==> src/rtl/flash_swseq.sv <==
module flash_swseq #(
  parameter logic [7:0] POLL_OP  = 8'h05,
  parameter int         BUSY_BIT = 0
) (
  input  logic        clk,
  input  logic        rst_n,
  input  logic        wr_en,
  input  logic [1:0]  wr_sel,
  input  logic [31:0] wr_data,
  input  logic [1:0]  rd_sel,
  output logic [31:0] rd_data,
  input  logic        lock_req,
  output logic        sh_valid,
  output logic [7:0]  sh_opcode,
  output logic        sh_addr_en,
  output logic        sh_write,
  output logic        sh_data_en,
  output logic [5:0]  sh_data_cnt,
  input  logic        sh_done,
  input  logic        sh_err,
  input  logic [7:0]  sh_rdata
);
  typedef enum logic [1:0] {ST_IDLE, ST_PRE, ST_MAIN, ST_POLL} st_t;

  st_t         st;
  logic [31:0] menu_lo, menu_hi, pt;
  logic        locked, done_f, err_f, aerr_f;
  logic        acs_q, spop_q, ds_q;
  logic [2:0]  idx_q;
  logic [5:0]  cnt_q;
  logic        busy;

  logic [2:0]  w_idx;
  logic [1:0]  w_kind, cur_kind;
  logic [31:0] cur_word;
  logic [7:0]  main_op, pre_op;
  logic        go_wr;
  logic        unused_rdata;

  assign go_wr    = wr_en && (wr_sel == 2'd0);
  assign w_idx    = wr_data[14:12];
  assign w_kind   = pt[5'd16 + {w_idx, 1'b0} +: 2];
  assign cur_kind = pt[5'd16 + {idx_q, 1'b0} +: 2];
  assign cur_word = idx_q[2] ? menu_hi : menu_lo;
  assign main_op  = cur_word[{idx_q[1:0], 3'b000} +: 8];
  assign pre_op   = spop_q ? pt[15:8] : pt[7:0];
  assign busy     = (st != ST_IDLE);
  assign sh_valid = busy;
  assign unused_rdata = ^sh_rdata;

  always_comb begin
    sh_opcode   = main_op;
    sh_addr_en  = 1'b0;
    sh_write    = 1'b0;
    sh_data_en  = 1'b0;
    sh_data_cnt = 6'd0;
    case (st)
      ST_PRE: begin
        sh_opcode = pre_op;
        sh_write  = 1'b1;
      end
      ST_MAIN: begin
        sh_opcode   = main_op;
        sh_addr_en  = cur_kind[1];
        sh_write    = cur_kind[0];
        sh_data_en  = ds_q;
        sh_data_cnt = ds_q ? cnt_q : 6'd0;
      end
      ST_POLL: begin
        sh_opcode  = POLL_OP;
        sh_data_en = 1'b1;
      end
      default: ;
    endcase
  end

  always_comb begin
    case (rd_sel)
      2'd0:    rd_data = {9'd0, ds_q, cnt_q, locked, idx_q, spop_q, acs_q,
                          1'b0, 4'd0, aerr_f, err_f, done_f, 1'b0, busy};
      2'd1:    rd_data = pt;
      2'd2:    rd_data = menu_lo;
      default: rd_data = menu_hi;
    endcase
  end

  always_ff @(posedge clk or negedge rst_n) begin
    if (!rst_n) begin
      st      <= ST_IDLE;
      menu_lo <= '0;
      menu_hi <= '0;
      pt      <= '0;
      locked  <= 1'b0;
      done_f  <= 1'b0;
      err_f   <= 1'b0;
      aerr_f  <= 1'b0;
      acs_q   <= 1'b0;
      spop_q  <= 1'b0;
      ds_q    <= 1'b0;
      idx_q   <= '0;
      cnt_q   <= '0;
    end else begin
      if (lock_req) locked <= 1'b1;

      if (wr_en && !locked) begin
        case (wr_sel)
          2'd1: pt      <= wr_data;
          2'd2: menu_lo <= wr_data;
          2'd3: menu_hi <= wr_data;
          default: ;
        endcase
      end

      if (go_wr) begin
        if (wr_data[2]) done_f <= 1'b0;
        if (wr_data[3]) err_f  <= 1'b0;
        if (wr_data[4]) aerr_f <= 1'b0;
        if (wr_data[9] && !busy) begin
          idx_q  <= w_idx;
          acs_q  <= wr_data[10];
          spop_q <= wr_data[11];
          cnt_q  <= wr_data[21:16];
          ds_q   <= wr_data[22];
          if (wr_data[10] && !w_kind[0]) err_f <= 1'b1;
          else st <= wr_data[10] ? ST_PRE : ST_MAIN;
        end
      end

      if (busy && sh_done) begin
        if (sh_err) begin
          aerr_f <= 1'b1;
          done_f <= 1'b1;
          st     <= ST_IDLE;
        end else begin
          case (st)
            ST_PRE:  st <= ST_MAIN;
            ST_MAIN: begin
              if (acs_q) st <= ST_POLL;
              else begin
                done_f <= 1'b1;
                st     <= ST_IDLE;
              end
            end
            ST_POLL: begin
              if (!sh_rdata[BUSY_BIT]) begin
                done_f <= 1'b1;
                st     <= ST_IDLE;
              end
            end
            default: ;
          endcase
        end
      end
    end
  end
endmodule

==> config.mk <==
export PLATFORM = sky130hd
export DESIGN_NAME = flash_swseq
export DESIGN_NICKNAME = d
export VERILOG_FILES = /design/src/rtl/flash_swseq.sv
export SDC_FILE = /design/constraint.sdc
export NUM_CORES = 1
export LEC_CHECK = 0
export ABC_CLOCK_PERIOD_IN_PS = 4960
export BUFFER_PORTS_ARGS = -buffer_cell sky130_fd_sc_hd__buf_2
export CAP_MARGIN = 10
export CORE_MARGIN = 10
export CORE_UTILIZATION = 53
export CTS_BUF_LIST = sky130_fd_sc_hd__clkbuf_16
export CTS_CLUSTER_DIAMETER = 80
export DETAILED_ROUTE_END_ITERATION = 8
export MAX_ROUTING_LAYER = met4
export PLACE_DENSITY = 0.76
export SLEW_MARGIN = 40
export SYNTH_ARGS = -nofsm -noshare
export SYNTH_HDL_FRONTEND = slang
export SYNTH_SLANG_ARGS = --single-unit
==> constraint.sdc <==
create_clock -name clk -period 4.96 [get_ports clk]
set_clock_uncertainty 0.1 [all_clocks]
set_input_delay 0.248 -clock clk [delete_from_list [all_inputs] [get_ports clk]]
set_output_delay 0.248 -clock clk [all_outputs]
set_load 0.1 [all_outputs]
==> impl_results.md <==
- YS warnings: 0
- Starting Density: 53.6%
- Routability cong.: 0.855
- Cell variety after synth: 37
- Vias per std cell: 6.15
- # setup viols final: 0
- Final Non-Filler Cells: 698
- Fin crit share: 66.0%
- Max-cap violations: 0
- Worst r2r dst: st[0]
- Worst hold margin: 0.0134 ns
- Clk_lat worst skew: 0.41 ns
- Maximum fanout along the worst path: 25
- WHS Endpoint: menu_lo[0]
- Post-synthesis sequential area ratio: 47.0%
- Total CTS buffers: 17
- Share of cells above drive strength 1: 51.0%
- Largest net degree at the start of global routing: 60
- Run status: complete, no violations
- Starting DRT DRC Count: 366
- Synthesis-stage register bit count: 114
- Die width: 127 um
- GRT Residual Overflow: 0
- WHS Path Cells: 2
- Worst setup path class: flip-flop to primary output
- CTS tree: built
- Fin area: 0.00744 sq mm
- Nets: 597
- Slowest CP cell: dfrtp_1
- CTS Buffer Depth: 2
- Post-CTS Hold Buffers: 17
- Crit path DAT: 2.92 ns
- Drt wl/cell: 23.4 um
- RR Startpoint: st[0]
- Chip height: 127 um
- Vias in the first global route: 4635
- Reg-to-reg slack, setup: 2.72 ns
- Hold Crit Start: wr_data[0]
- CTS root buf: clkbuf_16
- Place WS: 2.13 ns
- Most common library cells after synthesis: mux2_2 (127), dfrtp_1 (114), mux4_2 (25)
- Area of the mapped netlist: 0.00607 sq mm
- Final Hold Viols: 0
- Synth top area share: 47.0%
- Synth Instances: 440
- Max-slew violation count: 0
- Worst reg2reg path depth: 5
- F_max: 306 MHz
- Initial antenna violation count: 0
- Top cells by area, synth: dfrtp_1 (47%), mux2_2 (24%), mux4_2 (9.3%)
- Post-route setup slack: 1.69 ns
- CTS resizes: 0
- Slew margin rel.: 43.9%
- Post-CTS Setup Bufs: 0
- Synthesized Nets: 495
- CP peak stage delay: 0.79 ns
- TritonRoute pass-1 iters: 6
- Prevailing post-synth register cell: dfrtp_1
- Core Region: 0.0113 sq mm
- IO buf count: 92
- Post-synth EDFFs: 0
- Ys async rst share: 100%
- Worst-Margin Slew: 0.841 ns
- Minimum clock period: 3.27 ns
- Dpl cells: 649
- DP Area: 0.00664 sq mm
- Maximum VDD drop: 0.611 mV
- Area of the die: 0.0161 sq mm
- CP Capture Type: primary output
- HP Class: input pin to flip-flop
- Drt drc: 0
- Startpoint types: flip-flop
- Total number of vias: 4295
- Total GRT Usage: 20.9%
- Detailed Route WL: 16.3 mm
- Post-DP HPWL: 10.8 mm
- RSZ-0062 raised after global routing: no
- Clock Pin Slew Worst Setup and Hold Paths: 0.05 ns
- Antenna Nets Post-Route: 0
- Cell taking the most area after synthesis: dfrtp_1
- H-Tree Depth: 4
- N_diodes: 0
- Cell Chain, Critical Path: buf_4 -> mux2i_1 -> a22oi_1 -> o211ai_1 -> o21ai_0 -> buf_2
- # IOs: 100
- Most frequent cell after synthesis: mux2_2
- Pwr/cell area: 572 mW/mm^2
- Sink Count: 114
- Syn avg cell area: 13.8 sq um
- Rows: 39
- Req. time, crit path: 4.61 ns
- Setup TNS: 0 ns
- Area Growth Syn to Fin: 22.5%
- Static leakage: 0.00364 uW
- First-pass GRT wire length: 25.7 mm
-- cell usage in the layout, fill, tap and decap left out, types with 3 or more instances in the layout --
cell type	count
mux2_2	127
dfrtp_1	114
buf_2	90
mux4_2	25
mux2i_1	23
clkbuf_16	17
dlygate4sd3_1	17
a22o_1	16
nand2_1	14
a21oi_1	10
o21ai_0	9
nor2b_1	8
buf_4	8
inv_1	7
and3_1	7
a22oi_1	6
ha_1	5
bufinv_16	5
nor2_1	4
o211ai_1	4
mux2_1	4
clkinv_2	4
clkinv_1	4
a211oi_1	3
a32o_1	3
-- power breakdown --
group          internal [uW]  switching [uW]  total [uW]
combinational            469            1280        1750
sequential              1040             176        1220
clock                    876             413        1290
-- sequential cells by signal (all words and copies together), names as in the netlist --
name,cells
menu_hi,32
acs_q,1
err_f,1
st,2
done_f,1
cnt_q,6
locked,1
idx_q,3
menu_lo,32
spop_q,1
aerr_f,1
ds_q,1
pt,32
-- cell type report --
class | instances | area (sq um)
clock buffers | 17 | 425
multi-input cells | 287 | 3070
flip-flops and latches | 114 | 2850
clock inverters | 15 | 196
inverters | 6 | 22.5
repair buffers | 116 | 692
well taps | 143 | 179
fillers | 846 | 3880
-- critical path, delay by kind of cell, from the launching register on --
kind	cells	cell delay, ns
buffers and inverters	2	0.96
AO/OA/AOI/OAI	3	0.53
multiplexers	1	0.22
flip-flops	1	0.79
-- routing by layer --
layer | wire [um] | vias up | track usage [%]
li1 | - | 1884 | -
met1 | 6990 | 2249 | 25.2
met2 | 8240 | 139 | 33.4
met3 | 775 | 23 | 5.38
met4 | 326 | 0 | 7.23
met5 | 0 | - | -
-- logic make-up after synthesis --
family	share of synthesized area [%]
simple gates	4.18
buf+inv	2.95
flops	47.0
compound gates	6.62
mux	38.2
fa+ha+maj	1.03
-- how the worst max path moves through the flow --
stage	startpoint	endpoint	slack, ns	cells past startpoint
floorplan	idx_q[2]	sh_opcode[3]	1.31	7
global placement	idx_q[2]	sh_opcode[4]	2.17	6
detailed placement	idx_q[2]	sh_opcode[4]	2.13	6
CTS	idx_q[2]	sh_opcode[4]	1.68	6
global route	idx_q[2]	sh_opcode[6]	1.55	6
finish	idx_q[2]	sh_opcode[3]	1.69	6
-- stage by stage --
step | util [%] | power, uW
floorplan | - | 2610
global placement | 58.6 | 2940
detailed placement | 58.6 | 2960
CTS | 65.6 | 4270
global route | 65.7 | 4410
finish | 65.7 | 4250
(Power assumes the default switching activity.)
